===== src/rtl/tlb_pkg.sv =====
`timescale 1ns/1ps
package tlb_pkg;
    localparam int VA_W   = 32;
    localparam int OFF_W  = 12;
    localparam int VPN_W  = VA_W - OFF_W;
    localparam int PFN_W  = 20;
    localparam int PA_W   = PFN_W + OFF_W;
    localparam int PID_W  = 8;
    localparam int PROT_W = 3;

    typedef struct packed {
        logic              valid;
        logic [PID_W-1:0]  pid;
        logic [VPN_W-1:0]  vpn;
        logic [PFN_W-1:0]  pfn;
        logic [PROT_W-1:0] prot;
    } tlb_entry_t;

    typedef enum logic [2:0] {
        OP_NONE,
        OP_FLUSH_ALL,
        OP_FLUSH_PID,
        OP_INVAL,
        OP_FILL
    } tlb_op_e;

    function automatic logic tag_eq(tlb_entry_t e, logic [VPN_W-1:0] v,
                                    logic [PID_W-1:0] p);
        return e.valid && (e.vpn == v) && (e.pid == p);
    endfunction

    // Ranking of same-cycle maintenance requests
    function automatic tlb_op_e pick_op(logic fa, logic fp, logic iv, logic fl);
        if (fa)      return OP_FLUSH_ALL;
        else if (fp) return OP_FLUSH_PID;
        else if (iv) return OP_INVAL;
        else if (fl) return OP_FILL;
        else         return OP_NONE;
    endfunction
endpackage


===== src/rtl/tlb_match.sv =====
`timescale 1ns/1ps
module tlb_match import tlb_pkg::*; #(
    parameter int N = 16
) (
    input  tlb_entry_t         ent_i [N],
    input  logic [VPN_W-1:0]   vpn_i,
    input  logic [PID_W-1:0]   pid_i,
    output logic [N-1:0]       vec_o
);
    for (genvar g = 0; g < N; g++) begin : g_cmp
        assign vec_o[g] = tag_eq(ent_i[g], vpn_i, pid_i);
    end
endmodule


===== src/rtl/tlb_pick.sv =====
`timescale 1ns/1ps
module tlb_pick #(
    parameter int N  = 16,
    parameter int IW = $clog2(N)
) (
    input  logic [N-1:0]  vec_i,
    output logic          any_o,
    output logic [IW-1:0] idx_o
);
    // Lowest set bit wins
    always_comb begin
        idx_o = '0;
        for (int i = N - 1; i >= 0; i--) begin
            if (vec_i[i]) idx_o = IW'(i);
        end
    end
    assign any_o = |vec_i;
endmodule


===== src/rtl/tlb_lru.sv =====
`timescale 1ns/1ps
module tlb_lru #(
    parameter int N  = 16,
    parameter int IW = $clog2(N)
) (
    input  logic          clk,
    input  logic          rst,
    input  logic          touch_en,
    input  logic [IW-1:0] touch_idx,
    output logic [IW-1:0] victim_o
);
    // Age rank per slot: 0 = most recent, N-1 = oldest; always a permutation
    logic [IW-1:0] age_q [N];

    always_ff @(posedge clk) begin
        if (rst) begin
            for (int i = 0; i < N; i++) age_q[i] <= IW'(i);
        end else if (touch_en) begin
            for (int i = 0; i < N; i++) begin
                if (IW'(i) == touch_idx)
                    age_q[i] <= '0;
                else if (age_q[i] < age_q[touch_idx])
                    age_q[i] <= age_q[i] + 1'b1;
            end
        end
    end

    always_comb begin
        victim_o = '0;
        for (int i = 0; i < N; i++) begin
            if (age_q[i] == IW'(N - 1)) victim_o = IW'(i);
        end
    end
endmodule


===== src/rtl/tlb_store.sv =====
`timescale 1ns/1ps
module tlb_store import tlb_pkg::*; #(
    parameter int N  = 16,
    parameter int IW = $clog2(N)
) (
    input  logic              clk,
    input  logic              rst,
    input  tlb_op_e           op_i,
    input  logic [IW-1:0]     tgt_idx_i,
    input  tlb_entry_t        new_i,
    input  logic [N-1:0]      inv_vec_i,
    input  logic [PID_W-1:0]  flush_pid_i,
    output tlb_entry_t        ent_o [N]
);
    for (genvar g = 0; g < N; g++) begin : g_slot
        always_ff @(posedge clk) begin
            if (rst) begin
                ent_o[g] <= '0;
            end else begin
                unique case (op_i)
                    OP_FLUSH_ALL: ent_o[g].valid <= 1'b0;
                    OP_FLUSH_PID: if (ent_o[g].pid == flush_pid_i) ent_o[g].valid <= 1'b0;
                    OP_INVAL:     if (inv_vec_i[g]) ent_o[g].valid <= 1'b0;
                    OP_FILL:      if (tgt_idx_i == IW'(g)) ent_o[g] <= new_i;
                    default:      ;
                endcase
            end
        end
    end
endmodule


===== src/rtl/tlb_cache.sv =====
`timescale 1ns/1ps
module tlb_cache import tlb_pkg::*; #(
    parameter int ENTRIES = 16
) (
    input  logic              clk,
    input  logic              rst,
    input  logic              lk_valid,
    input  logic [VA_W-1:0]   lk_vaddr,
    input  logic [PID_W-1:0]  lk_pid,
    output logic              lk_hit,
    output logic              lk_miss,
    output logic [PA_W-1:0]   lk_paddr,
    output logic [PROT_W-1:0] lk_prot,
    input  logic              fill_valid,
    input  logic [VPN_W-1:0]  fill_vpn,
    input  logic [PID_W-1:0]  fill_pid,
    input  logic [PFN_W-1:0]  fill_pfn,
    input  logic [PROT_W-1:0] fill_prot,
    input  logic              inv_valid,
    input  logic [VPN_W-1:0]  inv_vpn,
    input  logic [PID_W-1:0]  inv_pid,
    input  logic              flush_all,
    input  logic              flush_pid_valid,
    input  logic [PID_W-1:0]  flush_pid
);
    localparam int IW = $clog2(ENTRIES);

    tlb_entry_t          ent [ENTRIES];
    logic [ENTRIES-1:0]  hit_vec, fill_vec, inv_vec, free_vec;
    logic                look_any, fill_any, free_any;
    logic [IW-1:0]       look_idx, fill_idx, free_idx, victim_idx, tgt_idx;
    logic                touch_en;
    logic [IW-1:0]       touch_idx;
    tlb_op_e             op;
    tlb_entry_t          new_ent;
    logic [VPN_W-1:0]    lk_vpn;

    assign lk_vpn = lk_vaddr[VA_W-1:OFF_W];

    for (genvar g = 0; g < ENTRIES; g++) begin : g_free
        assign free_vec[g] = ~ent[g].valid;
    end

    tlb_match #(.N(ENTRIES)) u_look_cmp (.ent_i(ent), .vpn_i(lk_vpn),   .pid_i(lk_pid),   .vec_o(hit_vec));
    tlb_match #(.N(ENTRIES)) u_fill_cmp (.ent_i(ent), .vpn_i(fill_vpn), .pid_i(fill_pid), .vec_o(fill_vec));
    tlb_match #(.N(ENTRIES)) u_inv_cmp  (.ent_i(ent), .vpn_i(inv_vpn),  .pid_i(inv_pid),  .vec_o(inv_vec));

    tlb_pick #(.N(ENTRIES), .IW(IW)) u_look_pick (.vec_i(hit_vec),  .any_o(look_any), .idx_o(look_idx));
    tlb_pick #(.N(ENTRIES), .IW(IW)) u_fill_pick (.vec_i(fill_vec), .any_o(fill_any), .idx_o(fill_idx));
    tlb_pick #(.N(ENTRIES), .IW(IW)) u_free_pick (.vec_i(free_vec), .any_o(free_any), .idx_o(free_idx));

    // Lookup result, combinational on stored state
    always_comb begin
        lk_hit   = lk_valid & look_any;
        lk_miss  = lk_valid & ~look_any;
        lk_paddr = '0;
        lk_prot  = '0;
        if (lk_hit) begin
            lk_paddr = {ent[look_idx].pfn, lk_vaddr[OFF_W-1:0]};
            lk_prot  = ent[look_idx].prot;
        end
    end

    // Maintenance ranking and fill slot choice
    always_comb begin
        op      = pick_op(flush_all, flush_pid_valid, inv_valid, fill_valid);
        new_ent = '{valid: 1'b1, pid: fill_pid, vpn: fill_vpn, pfn: fill_pfn, prot: fill_prot};
        if (fill_any)      tgt_idx = fill_idx;
        else if (free_any) tgt_idx = free_idx;
        else               tgt_idx = victim_idx;
        touch_en  = (op == OP_FILL) | lk_hit;
        touch_idx = (op == OP_FILL) ? tgt_idx : look_idx;
    end

    tlb_lru #(.N(ENTRIES), .IW(IW)) u_lru (
        .clk(clk), .rst(rst), .touch_en(touch_en), .touch_idx(touch_idx), .victim_o(victim_idx)
    );

    tlb_store #(.N(ENTRIES), .IW(IW)) u_store (
        .clk(clk), .rst(rst), .op_i(op), .tgt_idx_i(tgt_idx), .new_i(new_ent),
        .inv_vec_i(inv_vec), .flush_pid_i(flush_pid), .ent_o(ent)
    );
endmodule


===== config.mk =====
export PLATFORM = sky130hd
export DESIGN_NAME = tlb_cache
export DESIGN_NICKNAME = d
export VERILOG_FILES = /design/src/rtl/tlb_pkg.sv /design/src/rtl/tlb_match.sv /design/src/rtl/tlb_pick.sv /design/src/rtl/tlb_lru.sv /design/src/rtl/tlb_store.sv /design/src/rtl/tlb_cache.sv
export SDC_FILE = /design/constraint.sdc
export NUM_CORES = 2
export LEC_CHECK = 0
export BUFFER_PORTS_ARGS = -buffer_cell sky130_fd_sc_hd__buf_4
export CAP_MARGIN = 5
export CORE_MARGIN = 2
export CORE_UTILIZATION = 30
export CTS_CLUSTER_DIAMETER = 30
export DETAILED_ROUTE_END_ITERATION = 16
export PLACE_DENSITY_LB_ADDON = 0.08
export SETUP_SLACK_MARGIN = 0.05
export SLEW_MARGIN = 20
export SYNTH_ARGS = -nofsm -noshare
export SYNTH_HDL_FRONTEND = slang
export SYNTH_HIERARCHICAL = 1
export SYNTH_SLANG_ARGS = --single-unit

===== constraint.sdc =====
create_clock -name clk -period 8 [get_ports clk]
set_input_delay 0 -clock clk [delete_from_list [all_inputs] [get_ports clk]]
set_output_delay 0 -clock clk [all_outputs]
set_load 0.05 [all_outputs]

==> results.md <==
- number of placement rows: 159
- total number of nets in the final design: 7320
- number of non-filler instances in the completed layout: 9853
- Max rail drop VDD: 0.200 mV
- starting density of the core: 30.1%
- leakage power: 25.3 nW
- mean instance size in the synthesized netlist: 8.11 µm²
- portion of the clock cycle consumed by the worst path in the final layout: 86.5%
- setup slack of the worst register-to-register path: 1080 ps
- CTS tree: done
- setup repair after global routing missed its margin: false
- worst max-slew margin expressed relative to the limit: 27.4%
- clock latency reported for the late side of the worst-skew pair: 930 ps
- detail-routed net length per standard cell: 29.7 µm
- number of antenna violations at the first check in global routing: 10
- Post-synth top cells: 1769 x sky130_fd_sc_hd__nand2_1, 950 x sky130_fd_sc_hd__xor2_1, 866 x sky130_fd_sc_hd__a21oi_1
- number of global-route vias before repair: 51003
- wire length of the first global-routing pass: 404000 µm
- number of nets with antenna violations after detailed routing: 0
- Crit path arrival time: 7490 ps
- library cell with the highest instance count after synthesis: sky130_fd_sc_hd__nand2_1
- fmax: 145 MHz
- post-synthesis sequential area ratio: 32.9%
- number of I/O port buffers: 170
- library cell occupying the most area in the post-synthesis netlist: sky130_fd_sc_hd__dfxtp_1
- top-level I/O count: 171
- DRT Pass-1 Iters: 6
- number of pins exceeding their max-slew limit in the final report: 0
- number of maximum-capacitance violations: 0
- post-synthesis async set-or-reset flop share: 0%
- worst clock skew: 56.9 ps
- CORE AREA: 0.187 mm²
- worst reg-to-reg path cell count: 21
- total number of clock tree sinks: 896
- Worst Max-Slew Pin Slew: 1080 ps
- post-DR vias/cell: 5.42
- Worst Setup Path Type: flop to flop
- main area contributors after synthesis: sky130_fd_sc_hd__dfxtp_1 30%, sky130_fd_sc_hd__xor2_1 15%, sky130_fd_sc_hd__nand2_1 12%
- height of the die: 438 µm
- Gate Count Post-Synth: 6957
- Iter 0 DRT Violations: 5664
- sort of element at the start of the critical path: flop
- area growth from synthesis to final layout: 24.9%
- count of H-tree levels built during CTS: 5
- Final Routed Wirelength: 292000 µm
- Worst Hold Margin: 59.8 ps
- Final Critical Period: 6920 ps
- clock-pin slew on the worst setup and hold paths: 40 ps
- largest net degree at the start of global routing: 93
- last element of the critical path: u_lru/age_q[8][2]
- weighted congestion at the end of routability-driven global placement: 0.924
- number of instances resized during post-cts repair: 0
- worst hold-check path type: input port to flop
- number of warnings printed during yosys synthesis: 6
- detailed-route via count: 53374
- startpoint of the most critical register-to-register path: u_store/ent_o[444]
- TritonCTS buffer count: 318
- Power Dens Cells: 251 mW/mm²
- crit end category: flop
- Syn Std Cell Area: 0.0565 mm²
- total negative slack: 0 ps
- area share of the largest cell type after synthesis: 29.5%
- Post-synth EDFFs: 64
- x dimension of the die: 438 µm
- area of the die: 0.192 mm²
- total congestion overflow after global routing: 0
- worst hold stages: 4
- DRC violation count after routing: 0
- worst-path fanout max: 12
- cell count after placement: 9194
- overall fraction of global-route tracks in use: 29.5%
- Crit. Startpoint: u_store/ent_o[444]
- library cell used as clock root buffer: sky130_fd_sc_hd__clkbuf_16
- outcome: finished, final reports clean
- top_reg_cell synth: sky130_fd_sc_hd__dfxtp_1
- CTS Buffer Depth: 4
- count of different cell masters after synthesis: 82
- RR Endpoint: u_lru/age_q[8][2]
- total count of hold-check failures in the final report: 0
- register bit count reported by yosys: 896
- critical path data required time: 8570 ps
- fraction of layout cells with a size suffix above 1: 13.9%
- half-perimeter wire length after detailed placement: 175000 µm
- setup violation total in the final timing report: 0
## cells in the final DEF (no fill, tap or decap), types with 76 or more instances in the layout
master and n:
sky130_fd_sc_hd__dfxtp_1 832, sky130_fd_sc_hd__xnor2_1 549, sky130_fd_sc_hd__a21oi_1 866, sky130_fd_sc_hd__nand4_1 191
sky130_fd_sc_hd__buf_4 345, sky130_fd_sc_hd__nand3_1 103, sky130_fd_sc_hd__mux4_2 87, sky130_fd_sc_hd__nand2_1 1757
sky130_fd_sc_hd__nor4_1 242, sky130_fd_sc_hd__dlygate4sd3_1 103, sky130_fd_sc_hd__nor2_1 76, sky130_fd_sc_hd__xor2_1 950
sky130_fd_sc_hd__clkbuf_16 325
## repair_timing
| item | CTS | global route |
|---|---|---|
| hold buffers | 103 | 0 |
| endpoints found under the hold margin | 866 | 0 |
| setup buffers | 0 | 0 |
## worst min-delay path by stage
stage | to | from
final | u_store/ent_o[763] | fill_vpn[12]
after global routing | u_store/ent_o[763] | fill_vpn[12]
after CTS | u_store/ent_o[779] | inv_pid[2]
after detailed placement | u_store/ent_o[483] | fill_pfn[12]
after global placement | u_store/ent_o[584] | fill_pfn[9]
after floorplan | u_store/ent_o[198] | fill_vpn[19]
## where the power goes
group / internal (mW) / switching (mW)
clock network: 8.47 / 3.37
logic: 0.369 / 0.915
registers: 4.56 / 0.0260
total: 13.4 / 4.31
## registers in the layout (all words and copies together), names as in the netlist
signal	flops
u_store/ent_o	832
u_lru/age_q	64
## area by class of cell
| cell class | count | area [µm²] |
|---|---|---|
| Sequential cell | 896 | 18600 |
| Antenna cell | 4 | 10.0 |
| Tap cell | 2495 | 3120 |
| Clock inverter | 106 | 1060 |
| Timing Repair Buffer | 465 | 3960 |
| Multi-Input combinational cell | 5397 | 34400 |
| Inverter | 44 | 165 |
| Clock buffer | 446 | 9200 |
| Fill cell | 19232 | 117000 |
## per-stage QoR
| step | worst slack [ps] | power (mW) | util (%) | cell area, µm² |
|---|---|---|---|---|
| 3_3_place_gp | 922 | 5.86 | 31.6 | 59200 |
| 5_1_grt | 765 | 18.1 | 37.6 | 70500 |
| 6_report | 1080 | 17.7 | 37.6 | 70500 |
| 2_1_floorplan | 2020 | 5.36 | - | 56500 |
| 4_1_cts | 1220 | 17.8 | 37.6 | 70500 |
| 3_5_place_dp | 1050 | 5.86 | 31.6 | 59200 |
## routing by layer
layer	track usage, %	wire length (µm)	vias to the layer above
met3	5.78	21800	655
met1	39.1	126000	26428
met2	46.1	130000	2443
li1	-	-	23848
met5	0	0	-
met4	13.5	13900	0
## logic make-up (layout without fill, tap and decap cells)
| logic type | after synthesis | in the layout | synth area share (%) |
|---|---|---|---|
| flops | 896 | 896 | 32.9 |
| xor+xnor | 1499 | 1499 | 23.3 |
| buf+inv | 665 | 1061 | 6.56 |
| fa+ha+maj | 64 | 64 | 1.42 |
| mux | 143 | 143 | 4.47 |
| other cells | 1 | 6 | 0.00664 |
| simple gates | 2600 | 2600 | 20.6 |
| compound gates | 1089 | 1089 | 10.8 |
## worst max-delay path, cell delays in order (launching register included)
cell                      delay [ps]
sky130_fd_sc_hd__dfxtp_1         350
sky130_fd_sc_hd__xor2_1          160
sky130_fd_sc_hd__nor4_1          760
sky130_fd_sc_hd__nand4_1         180
sky130_fd_sc_hd__nor4_1          750
sky130_fd_sc_hd__nor2_1          200
sky130_fd_sc_hd__nand2_1         120
sky130_fd_sc_hd__nand3_1          80
sky130_fd_sc_hd__o22ai_1         190
sky130_fd_sc_hd__nand2_1          80
sky130_fd_sc_hd__o21ai_0         240
sky130_fd_sc_hd__mux2_2          540
sky130_fd_sc_hd__buf_4           280
sky130_fd_sc_hd__mux4_2          510
sky130_fd_sc_hd__mux4_2          450
sky130_fd_sc_hd__inv_1           350
sky130_fd_sc_hd__buf_4           270
sky130_fd_sc_hd__ha_1            260
sky130_fd_sc_hd__o21ai_0         160
sky130_fd_sc_hd__nor4b_1         330
sky130_fd_sc_hd__a21oi_1         130
sky130_fd_sc_hd__nand2_1         170
No activity file was read; power rests on OpenSTA's default activity.
